==> src/rtl/shared_mem_arb.sv <==
module shared_mem_arb #(
  parameter int NREQ = 4
) (
  input  logic                    clk,
  input  logic                    rst_n,
  input  logic [NREQ-1:0]         req,
  input  logic                    last,
  output logic [NREQ-1:0]         gnt,
  output logic                    busy,
  output logic [$clog2(NREQ)-1:0] owner
);
  localparam int OW  = $clog2(NREQ);
  localparam int CPU = NREQ - 1;

  logic            recov;
  logic [NREQ-1:0] cand, win;

  assign cand = recov ? (req & ~(NREQ'(1) << CPU)) : req;

  always_comb begin
    win = '0;
    for (int i = NREQ - 1; i >= 0; i--)
      if (cand[i]) win = NREQ'(1) << i;
  end

  always_ff @(posedge clk or negedge rst_n) begin
    if (!rst_n) begin
      gnt   <= '0;
      recov <= 1'b0;
    end else if (gnt[CPU] && !last) begin
      recov <= 1'b0;
    end else if (gnt[CPU]) begin
      gnt   <= '0;
      recov <= 1'b1;
    end else begin
      gnt   <= win;
      recov <= 1'b0;
    end
  end

  assign busy = |gnt;

  always_comb begin
    owner = '0;
    for (int i = 0; i < NREQ; i++)
      if (gnt[i]) owner = OW'(i);
  end

  logic armed;
  always_ff @(posedge clk or negedge rst_n)
    if (!rst_n) armed <= 1'b0;
    else        armed <= 1'b1;

  a_r1_onehot: assert property (@(posedge clk) disable iff (!rst_n)
    $onehot0(gnt));

  a_r2_requested: assert property (@(posedge clk) disable iff (!rst_n)
    armed |-> ((gnt[CPU-1:0] & ~$past(req[CPU-1:0])) == '0));

  a_r3_top_wins: assert property (@(posedge clk) disable iff (!rst_n)
    (armed && $past(req[0] && !gnt[CPU])) |-> gnt[0]);

  a_r4_burst_hold: assert property (@(posedge clk) disable iff (!rst_n)
    (gnt[CPU] && !last) |=> gnt[CPU]);

  a_r5_recovery: assert property (@(posedge clk) disable iff (!rst_n)
    (gnt[CPU] && last) |=> (gnt == '0) ##1 !gnt[CPU]);

endmodule

==> config.mk <==
export PLATFORM = sky130hd
export DESIGN_NAME = shared_mem_arb
export DESIGN_NICKNAME = d
export VERILOG_FILES = /design/src/rtl/shared_mem_arb.sv
export SDC_FILE = /design/constraint.sdc
export NUM_CORES = 1
export LEC_CHECK = 0
export ABC_AREA = 1
export BUFFER_PORTS_ARGS = -buffer_cell sky130_fd_sc_hd__buf_2
export CAP_MARGIN = 15
export CORE_AREA = 10 10 47 49
export CTS_BUF_LIST = sky130_fd_sc_hd__clkbuf_8
export DETAILED_ROUTE_END_ITERATION = 16
export DIE_AREA = 0 0 57 59
export SYNTH_ARGS = -nofsm -noshare
export SYNTH_HDL_FRONTEND = slang
export SYNTH_SLANG_ARGS = --single-unit
==> constraint.sdc <==
create_clock -name clk -period 1.75 [get_ports clk]
set_clock_uncertainty 0.1 [all_clocks]
set_input_delay 0.35 -clock clk [delete_from_list [all_inputs] [get_ports clk]]
set_output_delay 0.35 -clock clk [all_outputs]
set_load 0.01 [all_outputs]
# == After elaboration in Yosys (flattened, before gate mapping) ==
# Cells that the tools add are included.
# totals
out_inout_bits,7
input_bits,7
wordCells,16
ff_bits,5
# classes
reduce_logical,3
mux,11
# op_table
op,count
two-way mux 4 bit,6
two-way mux 2 bit,2
OR reduction 4 bit,1
two-way mux 1 bit,3
logical AND 1 bit,1
logical NOT 1 bit,1

# == Longest topological paths before layout ==
# Gate-level depths: netlist (run 1).
# depth
depth_word,6
mapped_depth,4
depth_no_buf,4

# == Worst setup path before layout (run 1) ==
# No wires, ideal clock.
# synth_timing
kind,flip-flop to output port
start,reg gnt[1]
end,out owner[0]
arrival_time_ns,0.736
path_slack_ns,0.564
path_buffers,0
required_ns,1.300
stages_incl_launch_ff,3
cell_sequence,dfrtp_1 inv_1 o21ai_0
# synth_via
elab_chain_len,3
# synth_rtl
element,line,source
"start, declared",8,"output logic [NREQ-1:0] gnt,"
"start signal, assigned",36,gnt <= win;
two-way mux 1 bit,46,if (gnt[i]) owner = OW'(i);
two-way mux 2 bit (2 in a row),46,
"end, declared",10,output logic [$clog2(NREQ)-1:0] owner
# No other way between the ends.

# == Worst setup path after layout (run 1) ==
# layout_timing
start,reg gnt[3]
end,out busy
# layout_via
elab_chain_len,1
# layout_rtl
element,line,source
OR reduction 4 bit,41,assign busy = |gnt;
"end, declared",9,"output logic busy,"
# No other way between the ends.

==> report_table.html, run 1 <==
<table>
<tr><th>Metric</th><th>Value</th></tr>
<tr><th colspan="2">STA</th></tr>
<tr><td>Finish-stage setup viols</td><td>0</td></tr>
<tr><td>Total Neg Setup Slack</td><td>0 ps</td></tr>
<tr><td>Number of pins with negative max-slew slack in the final report</td><td>0</td></tr>
<tr><td>RSZ-0062 raised after global routing</td><td>false</td></tr>
<tr><td>Final number of hold-violating endpoints</td><td>0</td></tr>
<tr><td>Max-Slew Margin vs Limit</td><td>86.4%</td></tr>
<tr><td>Setup slack after layout</td><td>285 ps</td></tr>
<tr><td>FMAX</td><td>683 MHz</td></tr>
<tr><td>Ratio of final minimum period to clock period</td><td>83.7%</td></tr>
<tr><td>Time the worst path needs with I/O delays and setup</td><td>1470 ps</td></tr>
<tr><td>Least-Margin Pin Slew</td><td>205 ps</td></tr>
<tr><th colspan="2">Global route</th></tr>
<tr><td>First-pass GRT wire length</td><td>1030 µm</td></tr>
<tr><td>Antenna violations before repair</td><td>0</td></tr>
<tr><td>Global-route congestion overflow total</td><td>0</td></tr>
<tr><td>Vias in the first global route</td><td>248</td></tr>
<tr><td>GRT Total Usage</td><td>4.25%</td></tr>
<tr><td>Pin count of the biggest net entering global routing</td><td>7</td></tr>
<tr><th colspan="2">CTS</th></tr>
<tr><td>Post-CTS setup buffer count</td><td>0</td></tr>
<tr><td>Number of buffers added to fix hold violations after cts</td><td>1</td></tr>
<tr><td>Clock transition time at the flip-flop clock pins of the worst setup and hold paths</td><td>30 ps</td></tr>
<tr><td>CTS tree</td><td>built</td></tr>
<tr><td>Clock tree sinks</td><td>5</td></tr>
<tr><td>Total CTS buffers</td><td>3</td></tr>
<tr><td>Post-CTS sizing</td><td>0</td></tr>
<tr><td>Clock Tree Root</td><td>sky130_fd_sc_hd__clkbuf_8</td></tr>
<tr><td>Clock latency at the later pin of the worst-skew pair</td><td>220 ps</td></tr>
<tr><td>Number of H-tree levels</td><td>1</td></tr>
<tr><td>Maximum root-to-sink buffer count</td><td>2</td></tr>
<tr><th colspan="2">Synthesis</th></tr>
<tr><td>Synth Area in Simple Gates</td><td>28.0%</td></tr>
<tr><td>Netlist cell types</td><td>12</td></tr>
<tr><td>Share of the synthesized area in the top cell type</td><td>52.9%</td></tr>
<tr><td>Combined area of all synthesized cells</td><td>236 µm²</td></tr>
<tr><td>Adder and majority cell fraction of the synthesized area</td><td>0%</td></tr>
<tr><td>Number of storage elements in the synthesis netlist</td><td>5</td></tr>
<tr><td>Nets in the synthesized netlist</td><td>36</td></tr>
<tr><td>Average footprint of a synthesized cell</td><td>8.15 µm²</td></tr>
<tr><td>Compound-cell area share of the yosys netlist</td><td>7.94%</td></tr>
<tr><td>Sequential share of the synthesized area</td><td>52.9%</td></tr>
<tr><td>Number of warnings reported in the yosys synthesis log</td><td>0</td></tr>
<tr><td>Proportion of synthesized area in mux cells</td><td>0%</td></tr>
<tr><td>Top area cells in the synthesized netlist</td><td>sky130_fd_sc_hd__dfrtp_1 (53%), sky130_fd_sc_hd__inv_1 (11%), sky130_fd_sc_hd__nand2_1 (9.5%)</td></tr>
<tr><td>Gate count of the mapped netlist</td><td>29</td></tr>
<tr><td>Dominant combinational cell family by area after synthesis</td><td>simple AND/OR/NAND/NOR gates</td></tr>
<tr><td>Cell type contributing the most total cell area after synthesis</td><td>sky130_fd_sc_hd__dfrtp_1</td></tr>
<tr><td>Xor/xnor cell area share of the yosys netlist</td><td>0%</td></tr>
<tr><th colspan="2">Run status</th></tr>
<tr><td>Run status</td><td>complete, no violations</td></tr>
<tr><th colspan="2">Critical path</th></tr>
<tr><td>Slowest cell on the critical path</td><td>sky130_fd_sc_hd__dfrtp_1</td></tr>
<tr><td>R2r startpoint</td><td>gnt[3]$_DFFE_PN0N_</td></tr>
<tr><td>Internal reg-to-reg setup slack</td><td>820 ps</td></tr>
<tr><td>Sort of element at the end of the critical path</td><td>output pin</td></tr>
<tr><td>Crit path cell chain</td><td>inv_1 &gt; nand4_1 &gt; buf_2</td></tr>
<tr><td>Worst-path fanout max</td><td>6</td></tr>
<tr><td>Critical path data arrival time</td><td>1020 ps</td></tr>
<tr><td>Combined buffer and inverter count along the critical path</td><td>2</td></tr>
<tr><td>Critical path class</td><td>flop to output pin</td></tr>
<tr><td>Path depth of the worst reg2reg path</td><td>3</td></tr>
<tr><td>Capture instance of the worst register-to-register path</td><td>gnt[3]$_DFFE_PN0N_</td></tr>
<tr><td>Category of cells accounting for the largest share of critical-path delay</td><td>flip-flops</td></tr>
<tr><td>Required time of the critical path</td><td>1300 ps</td></tr>
<tr><td>Worst Setup Start Kind</td><td>flop</td></tr>
<tr><td>Crit path largest cell delay</td><td>430 ps</td></tr>
<tr><th colspan="2">Layout</th></tr>
<tr><td>Final cell count without fillers</td><td>63</td></tr>
<tr><td>Antenna diode instance count</td><td>0</td></tr>
<tr><td>Number of nets in the final layout</td><td>55</td></tr>
<tr><td>Filler instances</td><td>164</td></tr>
<tr><td>Register Area</td><td>125 µm²</td></tr>
<tr><td>P&amp;R area growth vs syn</td><td>59.3%</td></tr>
<tr><td>Share of post-route cells with drive strength above 1</td><td>40.4%</td></tr>
<tr><td>Multi-input logic area</td><td>85.1 µm²</td></tr>
<tr><th colspan="2">Placement</th></tr>
<tr><td>Pre-CTS setup slack</td><td>517 ps</td></tr>
<tr><td>Number of buffers added on ports</td><td>13</td></tr>
<tr><td>Cell count after placement</td><td>58</td></tr>
<tr><td>DP HPWL</td><td>559 µm</td></tr>
<tr><td>Weighted congestion at the end of routability-driven global placement</td><td>0.741</td></tr>
<tr><th colspan="2">Floorplanning</th></tr>
<tr><td>Initial cell density of the core</td><td>16.9%</td></tr>
<tr><td>Number of top-level design ports</td><td>14</td></tr>
<tr><td>Site row count</td><td>14</td></tr>
<tr><td>Die outline area</td><td>3360 µm²</td></tr>
<tr><td>Die X</td><td>57 µm</td></tr>
<tr><td>Area inside the core boundary</td><td>1400 µm²</td></tr>
<tr><td>Chip Height</td><td>59 µm</td></tr>
<tr><th colspan="2">Detailed routing</th></tr>
<tr><td>Detail-routed net length per standard cell</td><td>10.4 µm</td></tr>
<tr><td>Post-route DRC</td><td>0</td></tr>
<tr><td>Iteration-0 DRC Markers</td><td>7</td></tr>
<tr><td>Total number of vias</td><td>234</td></tr>
<tr><td>Post-DR vias/cell</td><td>3.71</td></tr>
<tr><td>Total iterations of the first detailed-routing run</td><td>2</td></tr>
<tr><td>Post-route antenna net violation count</td><td>0</td></tr>
<tr><td>Sum of routed wire length over all layers</td><td>655 µm</td></tr>
<tr><th colspan="2">Worst hold path</th></tr>
<tr><td>Startpoint of the most critical hold path</td><td>last</td></tr>
<tr><td>Endpoint of the worst hold-timing path</td><td>recov$_DFF_PN0_</td></tr>
<tr><td>Worst hold path stage count</td><td>3</td></tr>
<tr><td>Hold WC Path Type</td><td>primary input to flop</td></tr>
<tr><th colspan="2">Flow run</th></tr>
<tr><td># Max-Cap Violations</td><td>0</td></tr>
<tr><th colspan="2">Power and ir drop</th></tr>
<tr><td>Power per Cell Area</td><td>1020 nW/µm²</td></tr>
<tr><td>Peak supply drop</td><td>0.252 mV</td></tr>
<tr><td>Overall power of the completed layout</td><td>0.000384 W</td></tr>
<tr><td>Leak</td><td>0.227 nW</td></tr>
</table>
[power by group]
part / internal, W / switching (W)
clock network: 0.000150 / 0.0000541
logic: 0.0000225 / 0.0000298
registers: 0.000123 / 0.00000503
[registers in the layout, indices dropped and copies added (netlist names)]
signal and count:
recov 1, gnt 4
[worst max path at each step]
stage / startpoint / end / slack, ps / depth (start not counted)
2_1_floorplan: gnt[1]$_DFFE_PN0N_ / owner[0] / 560 / 2
3_3_place_gp: gnt[3]$_DFFE_PN0N_ / owner[0] / 550 / 3
3_5_place_dp: gnt[3]$_DFFE_PN0N_ / busy / 520 / 3
4_1_cts: gnt[3]$_DFFE_PN0N_ / busy / 280 / 3
5_1_grt: gnt[3]$_DFFE_PN0N_ / busy / 190 / 3
6_report: gnt[3]$_DFFE_PN0N_ / busy / 280 / 3
[cells in the mapped netlist]
master and number:
sky130_fd_sc_hd__inv_1 7, sky130_fd_sc_hd__nand2_1 6, sky130_fd_sc_hd__dfrtp_1 5, sky130_fd_sc_hd__nand3_1 2, sky130_fd_sc_hd__nor2_1 2, sky130_fd_sc_hd__nand2_2 1, sky130_fd_sc_hd__nand3b_1 1, sky130_fd_sc_hd__nand4_1 1
sky130_fd_sc_hd__nor2_2 1, sky130_fd_sc_hd__o21ai_0 1, sky130_fd_sc_hd__o21ai_1 1, sky130_fd_sc_hd__o21ai_2 1
[per-layer routing]
| layer | track usage, % | up-vias | share of wire, % | routed length [µm] |
|---|---|---|---|---|
| met4 | 5.03 | 0 | 0 | 0 |
| met3 | 3.43 | 0 | 10 | 66 |
| li1 | - | 124 | - | - |
| met2 | 5.43 | 8 | 47 | 311 |
| met5 | 0 | - | 0 | 0 |
| met1 | 3.84 | 102 | 42 | 277 |
[worst reg2reg max path, delay by kind of cell (launching register included)]
kind / cells / cell delay [ps]
flip-flops: 1 / 430
AND/OR/NAND/NOR: 3 / 340
[logic make-up after synthesis]
kind of cell	after synthesis
buffers and inverters	7
and+or+nand+nor	14
AOI/OAI and AO/OA	3
DFF	5
[placed cells by master, fill, tap and decap left out]
master / n
sky130_fd_sc_hd__inv_1: 8
sky130_fd_sc_hd__buf_2: 13
sky130_fd_sc_hd__nand2_2: 1
sky130_fd_sc_hd__clkbuf_8: 3
sky130_fd_sc_hd__nand2_1: 6
sky130_fd_sc_hd__nand4_1: 1
sky130_fd_sc_hd__nor2_2: 1
sky130_fd_sc_hd__nand3b_1: 1
sky130_fd_sc_hd__nor2_1: 2
sky130_fd_sc_hd__dfrtp_1: 5
sky130_fd_sc_hd__dlygate4sd3_1: 1
sky130_fd_sc_hd__o21ai_1: 1
sky130_fd_sc_hd__o21ai_0: 1
sky130_fd_sc_hd__nand3_1: 2
sky130_fd_sc_hd__o21ai_2: 1
[layout make-up]
| class | count | area share [%] |
|---|---|---|
| inverter | 7 | 6.98 |
| timing repair buffer | 14 | 19.9 |
| clock buffer | 3 | 11.0 |
| clock inverter | 1 | 0.997 |
| sequential | 5 | 33.2 |
| multi-input combinational | 17 | 22.6 |
| tap | 16 | 5.32 |
[per-stage QoR]
stage / area [µm²] / hold WS [ps] / utilization (%)
after global routing: 377 / 261 / 26.9
after CTS: 377 / 247 / 26.9
after detailed placement: 322 / 66.3 / 22.9
after global placement: 322 / 65.5 / 22.9
final: 377 / 246 / 26.9
after floorplan: 236 / -45.6 / -
Power figures use the tool's default switching activity.
==> run 2, diff against run 1 <==
clock period = 1.34 ns   (was 1.75 ns; I/O delays follow)
==> run 2 against run 1 <==
Largest cell class unchanged. Critical endpoint unchanged. Die area unchanged. Largest power group unchanged. Register-to-register slack worse by 520 ps. Total power increased by 32%. Sequential power is 30% higher.
==> report_table.html, run 2 (synthesis gave the netlist of run 1 again) <==
<table>
<tr><th>Metric</th><th>Value</th></tr>
<tr><th colspan="2">Floorplanning</th></tr>
<tr><td>Number of top-level design ports</td><td>14 (unchanged)</td></tr>
<tr><td>Site row count</td><td>14 (unchanged)</td></tr>
<tr><td>Area inside the core boundary</td><td>1400 µm² (unchanged)</td></tr>
<tr><td>Initial cell density of the core</td><td>16.9% (unchanged)</td></tr>
<tr><td>Die outline area</td><td>3360 µm² (unchanged)</td></tr>
<tr><td>Die X</td><td>57 µm (unchanged)</td></tr>
<tr><td>Chip Height</td><td>59 µm (unchanged)</td></tr>
<tr><th colspan="2">Layout</th></tr>
<tr><td>Final cell count without fillers</td><td>64 (+1.6%)</td></tr>
<tr><td>Register with the most flip-flops</td><td>gnt</td></tr>
<tr><td>Final Cell Area</td><td>385 µm² (+2.3%)</td></tr>
<tr><td>Commonest cells after routing, fill and taps aside</td><td>sky130_fd_sc_hd__buf_2 (13), sky130_fd_sc_hd__inv_1 (6), sky130_fd_sc_hd__nand2_1 (6), sky130_fd_sc_hd__dfrtp_1 (4), sky130_fd_sc_hd__clkbuf_8 (3)</td></tr>
<tr><td>Most frequent standard cell in the layout excluding fill and tap cells</td><td>sky130_fd_sc_hd__buf_2</td></tr>
<tr><td>Antenna diode instance count</td><td>0 (unchanged)</td></tr>
<tr><td>Regs by FF count</td><td>gnt (4), recov (1)</td></tr>
<tr><td>Number of nets in the final layout</td><td>56 (+1.8%)</td></tr>
<tr><td>P&amp;R area growth vs syn</td><td>63.0%</td></tr>
<tr><td>Share of post-route cells with drive strength above 1</td><td>47.9% (+7.5 points)</td></tr>
<tr><td>Final core utilization</td><td>27.5% (+0.63 points)</td></tr>
<tr><td>Number of flip-flops in the largest register</td><td>4 (unchanged)</td></tr>
<tr><th colspan="2">STA</th></tr>
<tr><td>Least-Margin Pin Slew</td><td>125 ps (-79.8 ps)</td></tr>
<tr><td>Number of pins with negative max-slew slack in the final report</td><td>0 (unchanged)</td></tr>
<tr><td>Final number of hold-violating endpoints</td><td>0 (unchanged)</td></tr>
<tr><td>Worst hold margin</td><td>156 ps (-90.1 ps)</td></tr>
<tr><td>RSZ-0062 raised after global routing</td><td>true</td></tr>
<tr><td>Finish-stage setup viols</td><td>0 (unchanged)</td></tr>
<tr><td>Max-Slew Margin vs Limit</td><td>91.6% (+5.2 points)</td></tr>
<tr><td>Time the worst path needs with I/O delays and setup</td><td>1300 ps</td></tr>
<tr><td>FMAX</td><td>767 MHz</td></tr>
<tr><td>Ratio of final minimum period to clock period</td><td>97.3%</td></tr>
<tr><th colspan="2">Run status</th></tr>
<tr><td>Run status</td><td>complete, no violations</td></tr>
<tr><th colspan="2">Critical path</th></tr>
<tr><td>Required time of the critical path</td><td>970 ps (-330 ps)</td></tr>
<tr><td>Critical path class</td><td>flop to output pin</td></tr>
<tr><td>Worst Setup Start Kind</td><td>flop</td></tr>
<tr><td>Worst-path fanout max</td><td>4 (-2)</td></tr>
<tr><td>Internal reg-to-reg setup slack</td><td>300 ps (-520 ps)</td></tr>
<tr><td>Sort of element at the end of the critical path</td><td>output pin</td></tr>
<tr><td>R2r startpoint</td><td>gnt[3]$_DFFE_PN0N_</td></tr>
<tr><td>Path depth of the worst reg2reg path</td><td>4 (+1)</td></tr>
<tr><td>Capture instance of the worst register-to-register path</td><td>gnt[3]$_DFFE_PN0N_</td></tr>
<tr><td>Critical path data arrival time</td><td>940 ps (-80 ps)</td></tr>
<tr><th colspan="2">Detailed routing</th></tr>
<tr><td>Post-route antenna net violation count</td><td>0 (unchanged)</td></tr>
<tr><td>Post-route DRC</td><td>0 (unchanged)</td></tr>
<tr><td>Total number of vias</td><td>247 (+5.6%)</td></tr>
<tr><td>Post-DR vias/cell</td><td>3.86 (+3.9%)</td></tr>
<tr><td>Sum of routed wire length over all layers</td><td>644 µm (-1.7%)</td></tr>
<tr><td>Total iterations of the first detailed-routing run</td><td>3 (+1)</td></tr>
<tr><td>Detail-routed net length per standard cell</td><td>10.1 µm (-3.2%)</td></tr>
<tr><td>Iteration-0 DRC Markers</td><td>4 (-3)</td></tr>
<tr><th colspan="2">CTS</th></tr>
<tr><td>CTS tree</td><td>built</td></tr>
<tr><td>Clock transition time at the flip-flop clock pins of the worst setup and hold paths</td><td>30 ps (about the same)</td></tr>
<tr><td>Total CTS buffers</td><td>3 (unchanged)</td></tr>
<tr><td>Clock latency at the later pin of the worst-skew pair</td><td>220 ps (about the same)</td></tr>
<tr><td>Number of H-tree levels</td><td>1 (unchanged)</td></tr>
<tr><td>Clock tree sinks</td><td>5 (unchanged)</td></tr>
<tr><td>Clock Tree Root</td><td>sky130_fd_sc_hd__clkbuf_8</td></tr>
<tr><td>Maximum root-to-sink buffer count</td><td>2 (unchanged)</td></tr>
<tr><th colspan="2">Placement</th></tr>
<tr><td>Weighted congestion at the end of routability-driven global placement</td><td>0.741 (about the same)</td></tr>
<tr><td>DP HPWL</td><td>547 µm (-2.2%)</td></tr>
<tr><td>Cell count after placement</td><td>58 (unchanged)</td></tr>
<tr><td>Total cell area at the placement stage</td><td>322 µm² (unchanged)</td></tr>
<tr><td>Number of buffers added on ports</td><td>13 (unchanged)</td></tr>
<tr><th colspan="2">Global route</th></tr>
<tr><td>Pin count of the biggest net entering global routing</td><td>6 (-1)</td></tr>
<tr><td>Global-route congestion overflow total</td><td>0 (unchanged)</td></tr>
<tr><td>GRT Total Usage</td><td>4.12% (-0.13 points)</td></tr>
<tr><td>Antenna violations before repair</td><td>0 (unchanged)</td></tr>
<tr><td>First-pass GRT wire length</td><td>1000 µm (-2.7%)</td></tr>
<tr><td>Vias in the first global route</td><td>234 (-5.6%)</td></tr>
<tr><th colspan="2">Worst hold path</th></tr>
<tr><td>Worst hold path stage count</td><td>3 (unchanged)</td></tr>
<tr><td>Hold WC Path Type</td><td>primary input to flop</td></tr>
<tr><td>Endpoint of the worst hold-timing path</td><td>recov$_DFF_PN0_</td></tr>
<tr><td>Startpoint of the most critical hold path</td><td>last</td></tr>
<tr><th colspan="2">Power and ir drop</th></tr>
<tr><td>Overall power of the completed layout</td><td>0.000507 W (+32%)</td></tr>
<tr><td>Power per Cell Area</td><td>1310 nW/µm² (+29%)</td></tr>
<tr><td>Peak supply drop</td><td>0.530 mV (+110%)</td></tr>
<tr><td>Leak</td><td>0.231 nW (+1.5%)</td></tr>
<tr><th colspan="2">Flow run</th></tr>
<tr><td># Max-Cap Violations</td><td>0 (unchanged)</td></tr>
</table>
==> run 2: changes by cell type in the layout (fill, tap and decap cells not counted) <==
cell                      before  now
sky130_fd_sc_hd__buf_4         0    1
sky130_fd_sc_hd__dfrtp_1       5    4
sky130_fd_sc_hd__dfrtp_2       0    1
sky130_fd_sc_hd__inv_1         8    6
sky130_fd_sc_hd__inv_2         0    2
==> run 2: cell type report <==
cell class | count | area [µm²]
fill | 162 | 1020
inverter | 7 | 26.3
sequential | 5 | 126
timing repair buffer | 15 | 82.6
clock buffer | 3 | 41.3
tap | 16 | 20.0
multi-input combinational | 17 | 85.1
clock inverter | 1 | 3.75
==> run 2: how the worst max path moves through the flow <==
stage	to	slack, ps	start	depth (start not counted)
3_5_place_dp	busy	190	gnt[3]$_DFFE_PN0N_	3
2_1_floorplan	owner[0]	240	gnt[1]$_DFFE_PN0N_	2
4_1_cts	busy	20	gnt[2]$_DFFE_PN0N_	3
6_report	busy	40	gnt[2]$_DFFE_PN0N_	3
3_3_place_gp	owner[0]	230	gnt[3]$_DFFE_PN0N_	3
5_1_grt	busy	-20	gnt[3]$_DFFE_PN0N_	3
==> run 2: routing by layer <==
metal | track usage, % | part of all wire, % | wire, µm | up-vias
met5 | 0 | 0 | 0 | -
met4 | 4.03 | 3.4 | 22 | 0
met3 | 3.22 | 11 | 73 | 3
met2 | 4.96 | 43 | 275 | 11
met1 | 4.32 | 42 | 273 | 104
li1 | - | - | - | 129
==> run 2: repair_timing <==
action,4_1_cts,5_1_grt
hold buffers,1,0
endpoints found under the hold margin,5,0
gates resized for setup,2,1
setup buffers,1,0
endpoints found under the setup margin,3,2
cloned,0,0
==> run 2: stage by stage <==
stage	setup WS, ps	setup TNS [ps]
final	36.4	0
after global routing	-21.6	-42.4
after detailed placement	189	0
after floorplan	236	0
after CTS	18.4	0
after global placement	226	0
==> run 2: power by group <==
group | internal [W] | switching (W) | leakage [nW] | total, W
clock network | 0.000196 | 0.0000718 | 0.0269 | 0.000268
registers | 0.000161 | 0.00000537 | 0.0640 | 0.000166
logic | 0.0000318 | 0.0000406 | 0.140 | 0.0000724
total | 0.000389 | 0.000118 | 0.231 | 0.000507
==> run 2: critical path, cell delays in order (launching register included) <==
cell	delay (ps)
sky130_fd_sc_hd__dfrtp_1	400
sky130_fd_sc_hd__inv_1	80
sky130_fd_sc_hd__nand4_1	90
sky130_fd_sc_hd__buf_2	150
==> run 3, diff against run 2 <==
RECOVER_POWER = 50   (was default)
==> run 3 against run 2 <==
Total power fell by 0.23%. Clock power is essentially flat. Flip-flop and latch count unchanged. Critical endpoint unchanged.
==> report_table.html, run 3 (synthesis gave the netlist of run 1 again) <==
<table>
<tr><th>Metric</th><th>Value</th></tr>
<tr><th colspan="2">Power and ir drop</th></tr>
<tr><td>Cell internal power dissipation</td><td>0.000388 W (-0.19%)</td></tr>
<tr><td>Psw</td><td>0.000117 W (-0.37%)</td></tr>
<tr><td>Combinational share of power</td><td>14.1% (-0.2 points)</td></tr>
<tr><td>Part of the total power dissipated in sequential elements</td><td>32.9% (about the same)</td></tr>
<tr><td>Leak</td><td>0.227 nW (-1.5%)</td></tr>
<tr><td>Switching portion of total power</td><td>23.2% (-0.032 points)</td></tr>
<tr><td>Peak supply drop</td><td>0.530 mV (about the same)</td></tr>
<tr><td>Proportion of power drawn by the clock network</td><td>53.0% (about the same)</td></tr>
<tr><td>Power per Cell Area</td><td>1320 nW/µm² (+0.75%)</td></tr>
<tr><th colspan="2">Critical path</th></tr>
<tr><td>Worst-path fanout max</td><td>4 (unchanged)</td></tr>
<tr><td>Sort of element at the end of the critical path</td><td>output pin</td></tr>
<tr><td>Crit path launch</td><td>gnt[2]$_DFFE_PN0N_</td></tr>
<tr><td>Critical path class</td><td>flop to output pin</td></tr>
<tr><td>R2r startpoint</td><td>gnt[3]$_DFFE_PN0N_</td></tr>
<tr><td>Worst Setup Start Kind</td><td>flop</td></tr>
<tr><td>Critical path data arrival time</td><td>940 ps (about the same)</td></tr>
<tr><td>Required time of the critical path</td><td>970 ps (about the same)</td></tr>
<tr><th colspan="2">Detailed routing</th></tr>
<tr><td>Sum of routed wire length over all layers</td><td>648 µm (+0.62%)</td></tr>
<tr><td>Post-route DRC</td><td>0 (unchanged)</td></tr>
<tr><td>Post-DR vias/cell</td><td>3.88 (+0.40%)</td></tr>
<tr><td>Total number of vias</td><td>248 (+0.40%)</td></tr>
<tr><td>Post-route antenna net violation count</td><td>0 (unchanged)</td></tr>
<tr><td>Detail-routed net length per standard cell</td><td>10.1 µm (+0.62%)</td></tr>
<tr><td>Iteration-0 DRC Markers</td><td>4 (unchanged)</td></tr>
<tr><td>Total iterations of the first detailed-routing run</td><td>4 (+1)</td></tr>
<tr><th colspan="2">Worst hold path</th></tr>
<tr><td>Startpoint of the most critical hold path</td><td>last</td></tr>
<tr><td>Hold WC Path Type</td><td>primary input to flop</td></tr>
<tr><th colspan="2">Global route</th></tr>
<tr><td>Vias in the first global route</td><td>234 (unchanged)</td></tr>
<tr><td>Antenna violations before repair</td><td>0 (unchanged)</td></tr>
<tr><td>GRT Total Usage</td><td>4.12% (unchanged)</td></tr>
<tr><td>Global-route congestion overflow total</td><td>0 (unchanged)</td></tr>
<tr><td>First-pass GRT wire length</td><td>1000 µm (unchanged)</td></tr>
<tr><td>Pin count of the biggest net entering global routing</td><td>6 (unchanged)</td></tr>
<tr><th colspan="2">STA</th></tr>
<tr><td>Ratio of final minimum period to clock period</td><td>97.3% (about the same)</td></tr>
<tr><td>FMAX</td><td>767 MHz (about the same)</td></tr>
<tr><td>Setup slack after layout</td><td>36.3 ps (-0.130 ps)</td></tr>
<tr><td>Finish-stage setup viols</td><td>0 (unchanged)</td></tr>
<tr><td>Final number of hold-violating endpoints</td><td>0 (unchanged)</td></tr>
<tr><td>Number of pins with negative max-slew slack in the final report</td><td>0 (unchanged)</td></tr>
<tr><td>RSZ-0062 raised after global routing</td><td>true</td></tr>
<tr><td>Least-Margin Pin Slew</td><td>264 ps (+139 ps)</td></tr>
<tr><td>Time the worst path needs with I/O delays and setup</td><td>1300 ps (+0.130 ps)</td></tr>
<tr><td>Max-Slew Margin vs Limit</td><td>82.4% (-9.2 points)</td></tr>
<tr><th colspan="2">Floorplanning</th></tr>
<tr><td>Die X</td><td>57 µm (unchanged)</td></tr>
<tr><td>Die outline area</td><td>3360 µm² (unchanged)</td></tr>
<tr><td>Chip Height</td><td>59 µm (unchanged)</td></tr>
<tr><td>Site row count</td><td>14 (unchanged)</td></tr>
<tr><td>Area inside the core boundary</td><td>1400 µm² (unchanged)</td></tr>
<tr><td>Initial cell density of the core</td><td>16.9% (unchanged)</td></tr>
<tr><td>Number of top-level design ports</td><td>14 (unchanged)</td></tr>
<tr><th colspan="2">Layout</th></tr>
<tr><td>Commonest cells after routing, fill and taps aside</td><td>sky130_fd_sc_hd__buf_2 (12), sky130_fd_sc_hd__nand2_1 (7), sky130_fd_sc_hd__inv_1 (6), sky130_fd_sc_hd__dfrtp_1 (4), sky130_fd_sc_hd__clkbuf_8 (3)</td></tr>
<tr><td>Final cell count without fillers</td><td>64 (unchanged)</td></tr>
<tr><td>Antenna diode instance count</td><td>0 (unchanged)</td></tr>
<tr><td>Number of flip-flops in the largest register</td><td>4 (unchanged)</td></tr>
<tr><td>Regs by FF count</td><td>gnt (4), recov (1)</td></tr>
<tr><td>Share of post-route cells with drive strength above 1</td><td>43.8% (-4.2 points)</td></tr>
<tr><td>Final core utilization</td><td>27.2% (-0.27 points)</td></tr>
<tr><td>Most frequent standard cell in the layout excluding fill and tap cells</td><td>sky130_fd_sc_hd__buf_2</td></tr>
<tr><td>Number of nets in the final layout</td><td>56 (unchanged)</td></tr>
<tr><td>P&amp;R area growth vs syn</td><td>61.4%</td></tr>
<tr><td>Final Cell Area</td><td>382 µm² (-0.97%)</td></tr>
<tr><td>Register with the most flip-flops</td><td>gnt</td></tr>
<tr><th colspan="2">Placement</th></tr>
<tr><td>DP HPWL</td><td>547 µm (unchanged)</td></tr>
<tr><td>Weighted congestion at the end of routability-driven global placement</td><td>0.741 (unchanged)</td></tr>
<tr><td>Number of buffers added on ports</td><td>13 (unchanged)</td></tr>
<tr><td>Pre-CTS setup slack</td><td>189 ps (unchanged)</td></tr>
<tr><td>Cell count after placement</td><td>58 (unchanged)</td></tr>
<tr><td>Total cell area at the placement stage</td><td>322 µm² (unchanged)</td></tr>
<tr><th colspan="2">CTS</th></tr>
<tr><td>Number of H-tree levels</td><td>1 (unchanged)</td></tr>
<tr><td>Maximum root-to-sink buffer count</td><td>2 (unchanged)</td></tr>
<tr><td>CTS tree</td><td>built</td></tr>
<tr><td>Clock tree sinks</td><td>5 (unchanged)</td></tr>
<tr><td>Clock latency at the later pin of the worst-skew pair</td><td>220 ps (about the same)</td></tr>
<tr><td>Clock Tree Root</td><td>sky130_fd_sc_hd__clkbuf_8</td></tr>
<tr><td>Total CTS buffers</td><td>3 (unchanged)</td></tr>
<tr><td>Clock transition time at the flip-flop clock pins of the worst setup and hold paths</td><td>30 ps (about the same)</td></tr>
<tr><th colspan="2">Flow run</th></tr>
<tr><td># Max-Cap Violations</td><td>0 (unchanged)</td></tr>
<tr><th colspan="2">Run status</th></tr>
<tr><td>Run status</td><td>complete, no violations</td></tr>
</table>
==> run 3: cell types whose count changed in the layout (fill, tap and decap cells not counted), sizes merged <==
cell / before / now
buf: 14 / 13
clkbuf: 3 / 4
==> run 3: cell type report <==
cell class | count | area (µm²)
Fill cell | 164 | 1020
Sequential cell | 5 | 126
Multi-Input combinational cell | 17 | 82.6
Timing Repair Buffer | 15 | 81.3
Clock buffer | 3 | 41.3
Inverter | 7 | 26.3
Tap cell | 16 | 20.0
Clock inverter | 1 | 3.75
==> run 3: worst max-delay path, cell delays in order (launching register included) <==
cell	delay, ps
sky130_fd_sc_hd__dfrtp_1	400
sky130_fd_sc_hd__inv_1	80
sky130_fd_sc_hd__nand4_1	90
sky130_fd_sc_hd__buf_2	150
==> run 3: timing repair <==
item | in CTS | in global routing
hold buffers | 1 | 0
endpoints found under the setup margin | 3 | 2
setup buffers | 1 | 0
gates resized for setup | 2 | 1
endpoints found under the hold margin | 5 | 0
==> run 3: metal layers <==
metal,vias up,share of wire [%],global-route usage (%)
li1,128,-,-
met1,106,43,4.32
met2,11,43,4.96
met3,3,11,3.22
met4,0,3.4,4.03
met5,-,0,0
==> run 3: power by group through the flow <==
stage / clock network (W) / logic (W) / registers (W)
floorplan: 0 / 0.0000285 / 0.000172
global placement: 0 / 0.0000668 / 0.000169
detailed placement: 0 / 0.0000675 / 0.000169
CTS: 0.000277 / 0.0000742 / 0.000166
global route: 0.000285 / 0.0000816 / 0.000167
finish: 0.000268 / 0.0000713 / 0.000166
==> run 3: metrics by stage <==
step / TNS (ps) / hold slack (ps) / total power, W
6_report: 0 / 156 / 0.000505
3_3_place_gp: 0 / -16.5 / 0.000235
2_1_floorplan: 0 / -128 / 0.000201
5_1_grt: -42.4 / 180 / 0.000533
3_5_place_dp: 0 / -14.2 / 0.000236
4_1_cts: 0 / 159 / 0.000517
==> run 3: final timing paths <==
check	to	slack, ps	cells past startpoint
setup / recovery	busy	40	3
hold / removal	recov$_DFF_PN0_	160	3
setup reg to reg	gnt[3]$_DFFE_PN0N_	300	4
hold reg to reg	gnt[3]$_DFFE_PN0N_	410	3
max in group asynchronous	gnt[3]$_DFFE_PN0N_	580	2
min in group asynchronous	recov$_DFF_PN0_	330	2
